==> config.mk <==
export PLATFORM = sky130hd
export DESIGN_NAME = cr_branch_unit
export DESIGN_NICKNAME = d
export VERILOG_FILES = /design/src/rtl/cr_pkg.sv /design/src/rtl/cr_field_file.sv /design/src/rtl/cr_branch_cond.sv /design/src/rtl/cr_spr_regs.sv /design/src/rtl/cr_branch_unit.sv
export SDC_FILE = /design/constraint.sdc
export NUM_CORES = 1
export LEC_CHECK = 0
export ABC_AREA = 0
export BUFFER_PORTS_ARGS = -buffer_cell sky130_fd_sc_hd__buf_2
export CELL_PAD_IN_SITES_DETAIL_PLACEMENT = 0
export CELL_PAD_IN_SITES_GLOBAL_PLACEMENT = 2
export CORE_MARGIN = 4
export CORE_UTILIZATION = 30
export CTS_CLUSTER_SIZE = 8
export DETAILED_ROUTE_END_ITERATION = 8
export GPL_TIMING_DRIVEN = 1
export HOLD_SLACK_MARGIN = 0.03
export PLACE_DENSITY_LB_ADDON = 0.1
export SYNTH_ARGS = -nofsm -noshare
export SYNTH_HDL_FRONTEND = slang
export SYNTH_SLANG_ARGS = --single-unit
==> constraint.sdc <==
create_clock -name clk -period 8.2 [get_ports clk]
set_input_delay 0 -clock clk [delete_from_list [all_inputs] [get_ports clk]]
set_output_delay 0 -clock clk [all_outputs]
set_load 0.03 [all_outputs]
==> src/rtl/cr_pkg.sv <==
package cr_pkg;
  parameter int XLEN   = 32;
  parameter int NFIELD = 8;
  parameter int FW     = 4;
  localparam int CRW   = NFIELD * FW;
  localparam int FSELW = $clog2(NFIELD);
  localparam int BIDXW = $clog2(CRW);
  localparam int ALIGN = 2;

  typedef logic [XLEN-1:0] word_t;

  typedef enum logic [1:0] {
    TGT_ABS = 2'd0,
    TGT_REL = 2'd1,
    TGT_LNK = 2'd2,
    TGT_CNT = 2'd3
  } tgt_sel_e;

  // field layout: [0]=LT [1]=GT [2]=EQ [3]=SO
  function automatic logic [FW-1:0] cmp_nibble(input word_t a, input word_t b,
                                               input logic sgn, input logic so);
    logic lt, gt, eq;
    eq = (a == b);
    if (sgn) begin
      lt = ($signed(a) < $signed(b));
      gt = ($signed(a) > $signed(b));
    end else begin
      lt = (a < b);
      gt = (a > b);
    end
    cmp_nibble = {so, eq, gt, lt};
  endfunction

  function automatic word_t pick_target(input tgt_sel_e sel, input word_t cia,
                                        input word_t imm, input word_t lr,
                                        input word_t ctr);
    word_t raw;
    case (sel)
      TGT_ABS: raw = imm;
      TGT_REL: raw = cia + imm;
      TGT_LNK: raw = lr;
      default: raw = ctr;
    endcase
    pick_target = {raw[XLEN-1:ALIGN], {ALIGN{1'b0}}};
  endfunction

  function automatic word_t return_addr(input word_t cia);
    return_addr = cia + word_t'(4);
  endfunction
endpackage

==> src/rtl/cr_field_file.sv <==
module cr_field_file
  import cr_pkg::*;
#(
  parameter int N = NFIELD,
  parameter int W = FW
) (
  input  logic                   clk,
  input  logic                   rst_n,
  input  logic                   wr_en,
  input  logic [$clog2(N)-1:0]   wr_sel,
  input  logic [W-1:0]           wr_nib,
  output logic [N*W-1:0]         cr_q,
  output logic [N-1:0]           fld_wr
);
  for (genvar f = 0; f < N; f++) begin : g_fld
    assign fld_wr[f] = wr_en && (wr_sel == f[$clog2(N)-1:0]);
    always_ff @(posedge clk or negedge rst_n) begin
      if (!rst_n)
        cr_q[f*W +: W] <= '0;
      else if (fld_wr[f])
        cr_q[f*W +: W] <= wr_nib;
    end
  end
endmodule

==> src/rtl/cr_branch_cond.sv <==
module cr_branch_cond
  import cr_pkg::*;
(
  input  logic             br_valid,
  input  logic             br_dec_ctr,
  input  logic             br_ctr_zero,
  input  logic             br_use_bit,
  input  logic             br_bit_sense,
  input  logic [BIDXW-1:0] br_bit_idx,
  input  logic [1:0]       br_tgt_sel,
  input  word_t            br_cia,
  input  word_t            br_imm,
  input  logic [CRW-1:0]   cr_q,
  input  word_t            ctr_q,
  input  word_t            lr_q,
  output word_t            ctr_dec,
  output logic             ctr_ok,
  output logic             bit_ok,
  output logic             br_taken,
  output word_t            br_target
);
  logic ctr_is_zero;

  always_comb begin
    ctr_dec     = ctr_q - word_t'(1);
    ctr_is_zero = (ctr_dec == '0);
    ctr_ok      = !br_dec_ctr || (ctr_is_zero == br_ctr_zero);
    bit_ok      = !br_use_bit || (cr_q[br_bit_idx] == br_bit_sense);
    br_taken    = br_valid && ctr_ok && bit_ok;
    br_target   = pick_target(tgt_sel_e'(br_tgt_sel), br_cia, br_imm, lr_q, ctr_q);
  end
endmodule

==> src/rtl/cr_spr_regs.sv <==
module cr_spr_regs
  import cr_pkg::*;
(
  input  logic  clk,
  input  logic  rst_n,
  input  logic  ctr_br_upd,
  input  word_t ctr_br_val,
  input  logic  ctr_wr_en,
  input  word_t ctr_wr_data,
  input  logic  lr_br_upd,
  input  word_t lr_br_val,
  input  logic  lr_wr_en,
  input  word_t lr_wr_data,
  output word_t ctr_q,
  output word_t lr_q
);
  always_ff @(posedge clk or negedge rst_n) begin
    if (!rst_n) begin
      ctr_q <= '0;
      lr_q  <= '0;
    end else begin
      if (ctr_br_upd)     ctr_q <= ctr_br_val;
      else if (ctr_wr_en) ctr_q <= ctr_wr_data;
      if (lr_br_upd)      lr_q  <= lr_br_val;
      else if (lr_wr_en)  lr_q  <= lr_wr_data;
    end
  end
endmodule

==> src/rtl/cr_branch_unit.sv <==
module cr_branch_unit
  import cr_pkg::*;
(
  input  logic             clk,
  input  logic             rst_n,
  input  logic             cmp_valid,
  input  logic [XLEN-1:0]  cmp_a,
  input  logic [XLEN-1:0]  cmp_b,
  input  logic             cmp_signed,
  input  logic [FSELW-1:0] cmp_field,
  input  logic             so_in,
  input  logic             br_valid,
  input  logic             br_dec_ctr,
  input  logic             br_ctr_zero,
  input  logic             br_use_bit,
  input  logic             br_bit_sense,
  input  logic [BIDXW-1:0] br_bit_idx,
  input  logic [1:0]       br_tgt_sel,
  input  logic             br_link,
  input  logic [XLEN-1:0]  br_cia,
  input  logic [XLEN-1:0]  br_imm,
  input  logic             ctr_wr_en,
  input  logic [XLEN-1:0]  ctr_wr_data,
  input  logic             lr_wr_en,
  input  logic [XLEN-1:0]  lr_wr_data,
  output logic [CRW-1:0]   cr_q,
  output logic [XLEN-1:0]  ctr_q,
  output logic [XLEN-1:0]  lr_q,
  output logic             br_taken,
  output logic [XLEN-1:0]  br_target
);
  // named internal events, observed by the checker
  logic [FW-1:0]     cmp_nib;
  logic [NFIELD-1:0] fld_wr;
  word_t             ctr_dec;
  logic              ctr_ok;
  logic              bit_ok;
  logic              ctr_br_upd;
  logic              lr_br_upd;
  word_t             ret_addr;

  assign cmp_nib    = cmp_nibble(cmp_a, cmp_b, cmp_signed, so_in);
  assign ctr_br_upd = br_valid && br_dec_ctr;
  assign lr_br_upd  = br_valid && br_link;
  assign ret_addr   = return_addr(br_cia);

  cr_field_file #(.N(NFIELD), .W(FW)) u_cr (
    .clk    (clk),
    .rst_n  (rst_n),
    .wr_en  (cmp_valid),
    .wr_sel (cmp_field),
    .wr_nib (cmp_nib),
    .cr_q   (cr_q),
    .fld_wr (fld_wr)
  );

  cr_branch_cond u_cond (
    .br_valid     (br_valid),
    .br_dec_ctr   (br_dec_ctr),
    .br_ctr_zero  (br_ctr_zero),
    .br_use_bit   (br_use_bit),
    .br_bit_sense (br_bit_sense),
    .br_bit_idx   (br_bit_idx),
    .br_tgt_sel   (br_tgt_sel),
    .br_cia       (br_cia),
    .br_imm       (br_imm),
    .cr_q         (cr_q),
    .ctr_q        (ctr_q),
    .lr_q         (lr_q),
    .ctr_dec      (ctr_dec),
    .ctr_ok       (ctr_ok),
    .bit_ok       (bit_ok),
    .br_taken     (br_taken),
    .br_target    (br_target)
  );

  cr_spr_regs u_spr (
    .clk         (clk),
    .rst_n       (rst_n),
    .ctr_br_upd  (ctr_br_upd),
    .ctr_br_val  (ctr_dec),
    .ctr_wr_en   (ctr_wr_en),
    .ctr_wr_data (ctr_wr_data),
    .lr_br_upd   (lr_br_upd),
    .lr_br_val   (ret_addr),
    .lr_wr_en    (lr_wr_en),
    .lr_wr_data  (lr_wr_data),
    .ctr_q       (ctr_q),
    .lr_q        (lr_q)
  );
endmodule

Word level (Yosys, flattened, before mapping). Cells that the tools add are included.

Bits in registers: 96. Input port bits: 215. Output and inout port bits: 129.

Add/subtract/negate cells: 3. $lt $le $gt $ge: 5. Equal/unequal tests: 12. Muxes and demuxes: 9. Reductions and logical operators: 21.

Operator list (count): $mux 32 (4); $pmux 32 s3 (1); $gt 32x32->1 (2); $lt 32x32->1 (2); $add 32x3->32 const B (1); $add 32x32->32 (1); $eq 32x32->1 (1); $logic_not 32->1 (1); $sub 32x1->32 const B (1); $eq 3x3->1 const B (4); $logic_and 1x1->1 (12); $eq 3x2->1 const B (2); $lt 5x6->1 const B (1); $bmux 1 s5 (1); $reduce_bool 2->1 (2); $eq 3x1->1 const B (1); $logic_not 3->1 (1); $mux 1 (3); $eq 1x1->1 (2); $eq 2x1->1 const B (1); $eq 2x2->1 const B (1); $logic_not 1->1 (2); $logic_not 2->1 (1); $logic_or 1x1->1 (2).

Logic depth before layout (Yosys ltp).
Depth in word-level cells: 6. Gate-level depth with buffers: 11. Depth with buffers taken out: 11.

By module. From an unflattened synthesis, not the netlist that was laid out.

Cells, all modules: 919. Area total of the unflattened synthesis: 8941.1 um2.

By module, submodules not included: cr_branch_cond (times used 1, cells an instance 372, area an instance 3245.6 um2, sequential area each 0.0 um2); cr_spr_regs (times used 1, cells an instance 278, area an instance 3030.4 um2, sequential area each 1601.5 um2); cr_branch_unit (times used 1, cells an instance 190, area an instance 1380.1 um2, sequential area each 0.0 um2); cr_field_file (times used 1, cells an instance 79, area an instance 1285.0 um2, sequential area each 800.8 um2).

Least setup slack after synthesis. No wires, ideal clock.

Path kind: flip-flop to output port. Start point: register u_spr.ctr_q[5]. End point: output br_taken. Arrival time: 3351 ps. Data required time: 8200 ps. Path slack: 4849 ps. Stages on the path, launching flop included: 11. Buffers on the path: 1. Cells stage by stage: dfrtp_1 -> buf_2 -> nor4_4 -> nand4_2 -> or4_4 -> or3_4 -> xnor2_2 -> nor4_1 -> nor4b_4 -> xor2_1 -> a21oi_1.

Word-level cells in the longest chain between the ends: 6.

RTL lines: from (decl) (RTL line cr_spr_regs.sv:14) `output word_t ctr_q,`; from (signal assigned) (RTL line cr_spr_regs.sv:22) `if (ctr_br_upd) ctr_q <= ctr_br_val;`; from (signal assigned) (RTL line cr_spr_regs.sv:23) `else if (ctr_wr_en) ctr_q <= ctr_wr_data;`; $sub 32x1->32 (RTL line cr_branch_cond.sv:25) `ctr_dec = ctr_q - word_t'(1);`; $logic_not 32->1 (RTL line cr_branch_cond.sv:26) `ctr_is_zero = (ctr_dec == '0);`; $eq 1x1->1 (RTL line cr_branch_cond.sv:27) `ctr_ok = !br_dec_ctr || (ctr_is_zero == br_ctr_zero);`; $logic_or 1x1->1 (RTL line cr_branch_cond.sv:27); $logic_and 1x1->1 (2 in a row) (RTL line cr_branch_cond.sv:29) `br_taken = br_valid && ctr_ok && bit_ok;`; to (decl) (RTL line cr_branch_unit.sv:29) `output logic br_taken,`.

Every way passes these cells.

Final worst setup path.
Start point: register u_spr.ctr_q[11]. End point: output br_taken.

Same word-level chain as after synthesis.

==> metrics.log <==
[metrics] endpoint type of the worst setup path: output port
[metrics] CP Data Arrival Time: 3.85 ns
[metrics] placer's final routability congestion estimate: 0.8456
[metrics] combined buffer and inverter count along the critical path: 1
[metrics] ratio of cells with drive above 1 in the final layout: 0.3080
[metrics] number of antenna violations at the first check in global routing: 0
[metrics] LEAKAGE: about 0.0056 uW
[metrics] routed vias: 8899
[metrics] final count of pins violating max slew: 0
[metrics] crit path launch type: flip-flop
[metrics] synthesized area divided by synthesized cell count: 8.823 um2
[metrics] count of flip-flops with a built-in enable after synthesis: 0
[metrics] cell area after layout: 11930 um2
[metrics] Final ANT Viol Nets: 0
[metrics] Final Setup Violations: 0
[metrics] clock insertion delay at the later pin of the skew report: 0.37 ns
[metrics] CTS H-tree lvls: 3
[metrics] core region area: about 28000 um2
[metrics] Syn. warnings: 0
[metrics] maximum number of pins on one net before global-route repair: 51
[metrics] Synth Cell Area: roughly 8500 um2
[metrics] total global routing overflow: 0
[metrics] leading cell type in the layout, fill and taps excluded: sky130_fd_sc_hd__buf_2
[metrics] CTS tree: built
[metrics] post-route setup TNS: 0 ns
[metrics] router iterations before antenna repair: 5
[metrics] number of DRC markers after the initial detailed-route iteration: 515
[metrics] number of fillers in the final layout: 2984
[metrics] launch instance of the worst register-to-register path: u_spr.ctr_q[0]
[metrics] final-stage net count: 1668
[metrics] cell chain of the critical path: nor4_4 -> nand4_2 -> or4_4 -> or3_4 -> xnor2_2 -> nor4_1 -> nor4b_4 -> xor2_1 -> a21oi_1 -> buf_2
[metrics] minimum hold slack: 0.04142 ns
[metrics] setup repair after global routing missed its margin: no
[metrics] shortest period the worst path allows: 3.850 ns
[metrics] Tcrit/Tclk final: 0.4695
[metrics] crit path launch: u_spr.ctr_q[11]
[metrics] final hold viol count: 0
[metrics] ranking of synthesized cells by area: sky130_fd_sc_hd__dfrtp_1 (28%), sky130_fd_sc_hd__mux4_2 (10%), sky130_fd_sc_hd__ha_1 (9.5%)
[metrics] Die Outline Area: 31260 um2
[metrics] number of buffers between clock root and the deepest sink: 2
[metrics] depth of the critical timing path with buffers and inverters included: 10
[metrics] min-delay src: br_cia[7]
[metrics] die width: 176.8 um
[metrics] Hold WC Path Type: input port to flip-flop
[metrics] Placed Area: about 11000 um2
[metrics] vertical die dimension: ~180 um
[metrics] via count of the first global-routing pass: 9103
[metrics] area of combinational cells with multiple inputs: between 5000 and 6000 um2
[metrics] half-perimeter wire length after detailed placement: between 20 and 30 mm
[metrics] Most used DFF post-synth: sky130_fd_sc_hd__dfrtp_1
[metrics] clock buffer count from CTS: 9
[metrics] Data required, critical path: 8.20 ns
[metrics] worst reg-to-reg path cell count: 10
[metrics] number of standard cells after synthesis: 969
[metrics] number of synthesized register bits: 96
[metrics] Post-CTS Setup Bufs: 0
[metrics] delay of the slowest cell on the worst path: between 0.6 and 0.7 ns
[metrics] category of cells accounting for the largest share of critical-path delay: simple AND/OR/NAND/NOR gates
[metrics] post-detailed-routing wire length: ~35 mm
[metrics] result of the run: completed
[metrics] maximum fanout along the worst path: 9
[metrics] Starting Density: 0.3061
[metrics] signed area change from the synthesized netlist to the final layout: 39.54%
[metrics] top-level port count: 344
[metrics] wire length of the first global-routing pass: 53.03 mm
[metrics] setup slack, reg-to-reg: 5.12 ns
[metrics] Row Count: 61
[metrics] clock sink count: 96
[metrics] headroom to the max-slew limit: 0.2678
[metrics] DRC violations left: 0
[metrics] clock tree root driver cell: sky130_fd_sc_hd__clkbuf_16
[metrics] worst setup path category: flip-flop to output port
[metrics] ant diodes: 0
[metrics] FF/Latch Area: approximately 2400 um2
[metrics] area share of the largest cell type after synthesis: 0.2810
[metrics] worst hold path stage count: 4
[metrics] distinct cell type count of the synthesized netlist: 62
[metrics] WL/cell: between 15 and 20 um
[metrics] Port Buffer Count: 341
[metrics] pin slew with the least headroom to its limit: 1.094 ns
[metrics] number of vias per cell after detailed routing: 5.025
[metrics] cell accounting for the most synthesized area: sky130_fd_sc_hd__dfrtp_1
[metrics] register area share after synthesis: 0.2810
[metrics] Maximum Capacitance Violations: 0
[metrics] peak ir drop on the vdd network: slightly above 0.09 mV
[metrics] power per cell area: between 150 and 200 nW/um2
[metrics] cell type of the slowest stage on the worst timing path: sky130_fd_sc_hd__or4_4
[metrics] setup skew after layout: 0.01298 ns
[metrics] commonest cells after routing, fill and taps aside: sky130_fd_sc_hd__buf_2 (340), sky130_fd_sc_hd__nor2_1 (101), sky130_fd_sc_hd__dlygate4sd3_1 (98)
[metrics] clock slew seen by the registers of the worst setup and hold paths: 0.09 ns
[metrics] asr flop ratio synth: 1.000
[metrics] timing-limited maximum frequency: 259.7 MHz
[metrics] GRT Total Usage: 0.2185
## stage by stage
step | std cells | util | total power [uW] | setup WS (ns)
6_report | 1771 | 0.4271 | 2007 | 4.350
5_1_grt | 1771 | 0.4271 | 2124 | 4.036
4_1_cts | 1771 | 0.4271 | 2024 | 4.335
3_5_place_dp | 1657 | 0.3804 | 1489 | 4.757
3_3_place_gp | 1657 | 0.3804 | 1490 | 4.778
2_1_floorplan | 970 | - | 1171 | 4.849
## logic make-up after synthesis
logic type / synth area share
simple gates: 0.1860
fa+ha+maj: 0.09513
flops: 0.2810
xor+xnor: 0.07054
buf+inv: 0.04346
mux: 0.1556
other cells: 0.0004386
compound gates: 0.1679
## Yosys cell counts, types with 3 or more instances
master and number:
sky130_fd_sc_hd__xor2_1 20, sky130_fd_sc_hd__or2_2 4, sky130_fd_sc_hd__o21ai_0 74, sky130_fd_sc_hd__a21boi_0 5, sky130_fd_sc_hd__mux2i_1 35, sky130_fd_sc_hd__mux2_2 9
sky130_fd_sc_hd__a211oi_1 5, sky130_fd_sc_hd__dfrtp_1 96, sky130_fd_sc_hd__a21oi_1 96, sky130_fd_sc_hd__a22oi_1 4, sky130_fd_sc_hd__and3_1 6, sky130_fd_sc_hd__and4_1 3
sky130_fd_sc_hd__and2_1 3, sky130_fd_sc_hd__nor3_1 23, sky130_fd_sc_hd__nand4_1 16, sky130_fd_sc_hd__a211o_1 9, sky130_fd_sc_hd__buf_2 3, sky130_fd_sc_hd__a221o_1 4
sky130_fd_sc_hd__nor2_1 101, sky130_fd_sc_hd__a31oi_1 9, sky130_fd_sc_hd__nor2b_1 14, sky130_fd_sc_hd__o211ai_1 3, sky130_fd_sc_hd__clkbuf_1 27, sky130_fd_sc_hd__a32oi_1 3
sky130_fd_sc_hd__buf_1 6, sky130_fd_sc_hd__a21o_1 14, sky130_fd_sc_hd__ha_1 65, sky130_fd_sc_hd__mux4_2 39, sky130_fd_sc_hd__nor4_4 3, sky130_fd_sc_hd__nand3_1 35
sky130_fd_sc_hd__nand2_1 83, sky130_fd_sc_hd__inv_1 55, sky130_fd_sc_hd__nor4_1 6, sky130_fd_sc_hd__xnor2_1 47, sky130_fd_sc_hd__o21bai_1 5, sky130_fd_sc_hd__o32ai_1 3
sky130_fd_sc_hd__or3_1 3
## metal layers
| metal | vias to the layer above | track usage | wire length (um) |
|---|---|---|---|
| li1 | 4374 | - | - |
| met1 | 4285 | 0.3014 | 16210 |
| met2 | 219 | 0.3685 | 16640 |
| met3 | 21 | 0.03204 | 1628 |
| met4 | 0 | 0.04159 | 399 |
| met5 | - | 0 | 0 |
## final timing paths
| kind | to |
|---|---|
| max in group asynchronous | u_spr.ctr_q[15] |
| min in group asynchronous | u_spr.lr_q[22] |
| worst max-delay path | br_taken |
| worst max register to register | u_spr.ctr_q[28] |
| worst min-delay path | u_spr.lr_q[7] |
| worst min register to register | u_cr.cr_q[26] |
## power by group
part	switching (uW)	internal [uW]	total (uW)
Sequential	116	544	660
Clock	256	226	482
Combinational	520	346	866
## timing repair
item                      in CTS  in global routing
hold endpoints to repair     117                  0
hold buffers                  98                  0
resized for setup              0                  0
## worst reg2reg max path, cell delays in order, from the launching register on
cell,delay (ns)
sky130_fd_sc_hd__dfrtp_1,0.46
sky130_fd_sc_hd__inv_1,0.10
sky130_fd_sc_hd__ha_1,0.30
sky130_fd_sc_hd__nor4b_2,0.49
sky130_fd_sc_hd__nand2_1,0.33
sky130_fd_sc_hd__nor4_4,0.30
sky130_fd_sc_hd__nor3b_4,0.31
sky130_fd_sc_hd__nand2_1,0.17
sky130_fd_sc_hd__nor3_1,0.23
sky130_fd_sc_hd__o21ai_0,0.11
sky130_fd_sc_hd__a21boi_0,0.20
## layout make-up
cell class,count,area share
multi-input cells,780,0.4846
clock buffers,9,0.01888
inverters,55,0.01730
repair buffers,446,0.2299
clock inverters,7,0.008285
well taps,378,0.03964
flip-flops and latches,96,0.2014
## sequential cells by signal, summed over array words and instances, names as in the netlist
register / count
u_cr.cr_q: 32
u_spr.ctr_q: 32
u_spr.lr_q: 32
No activity file was read; power rests on OpenSTA's default activity.
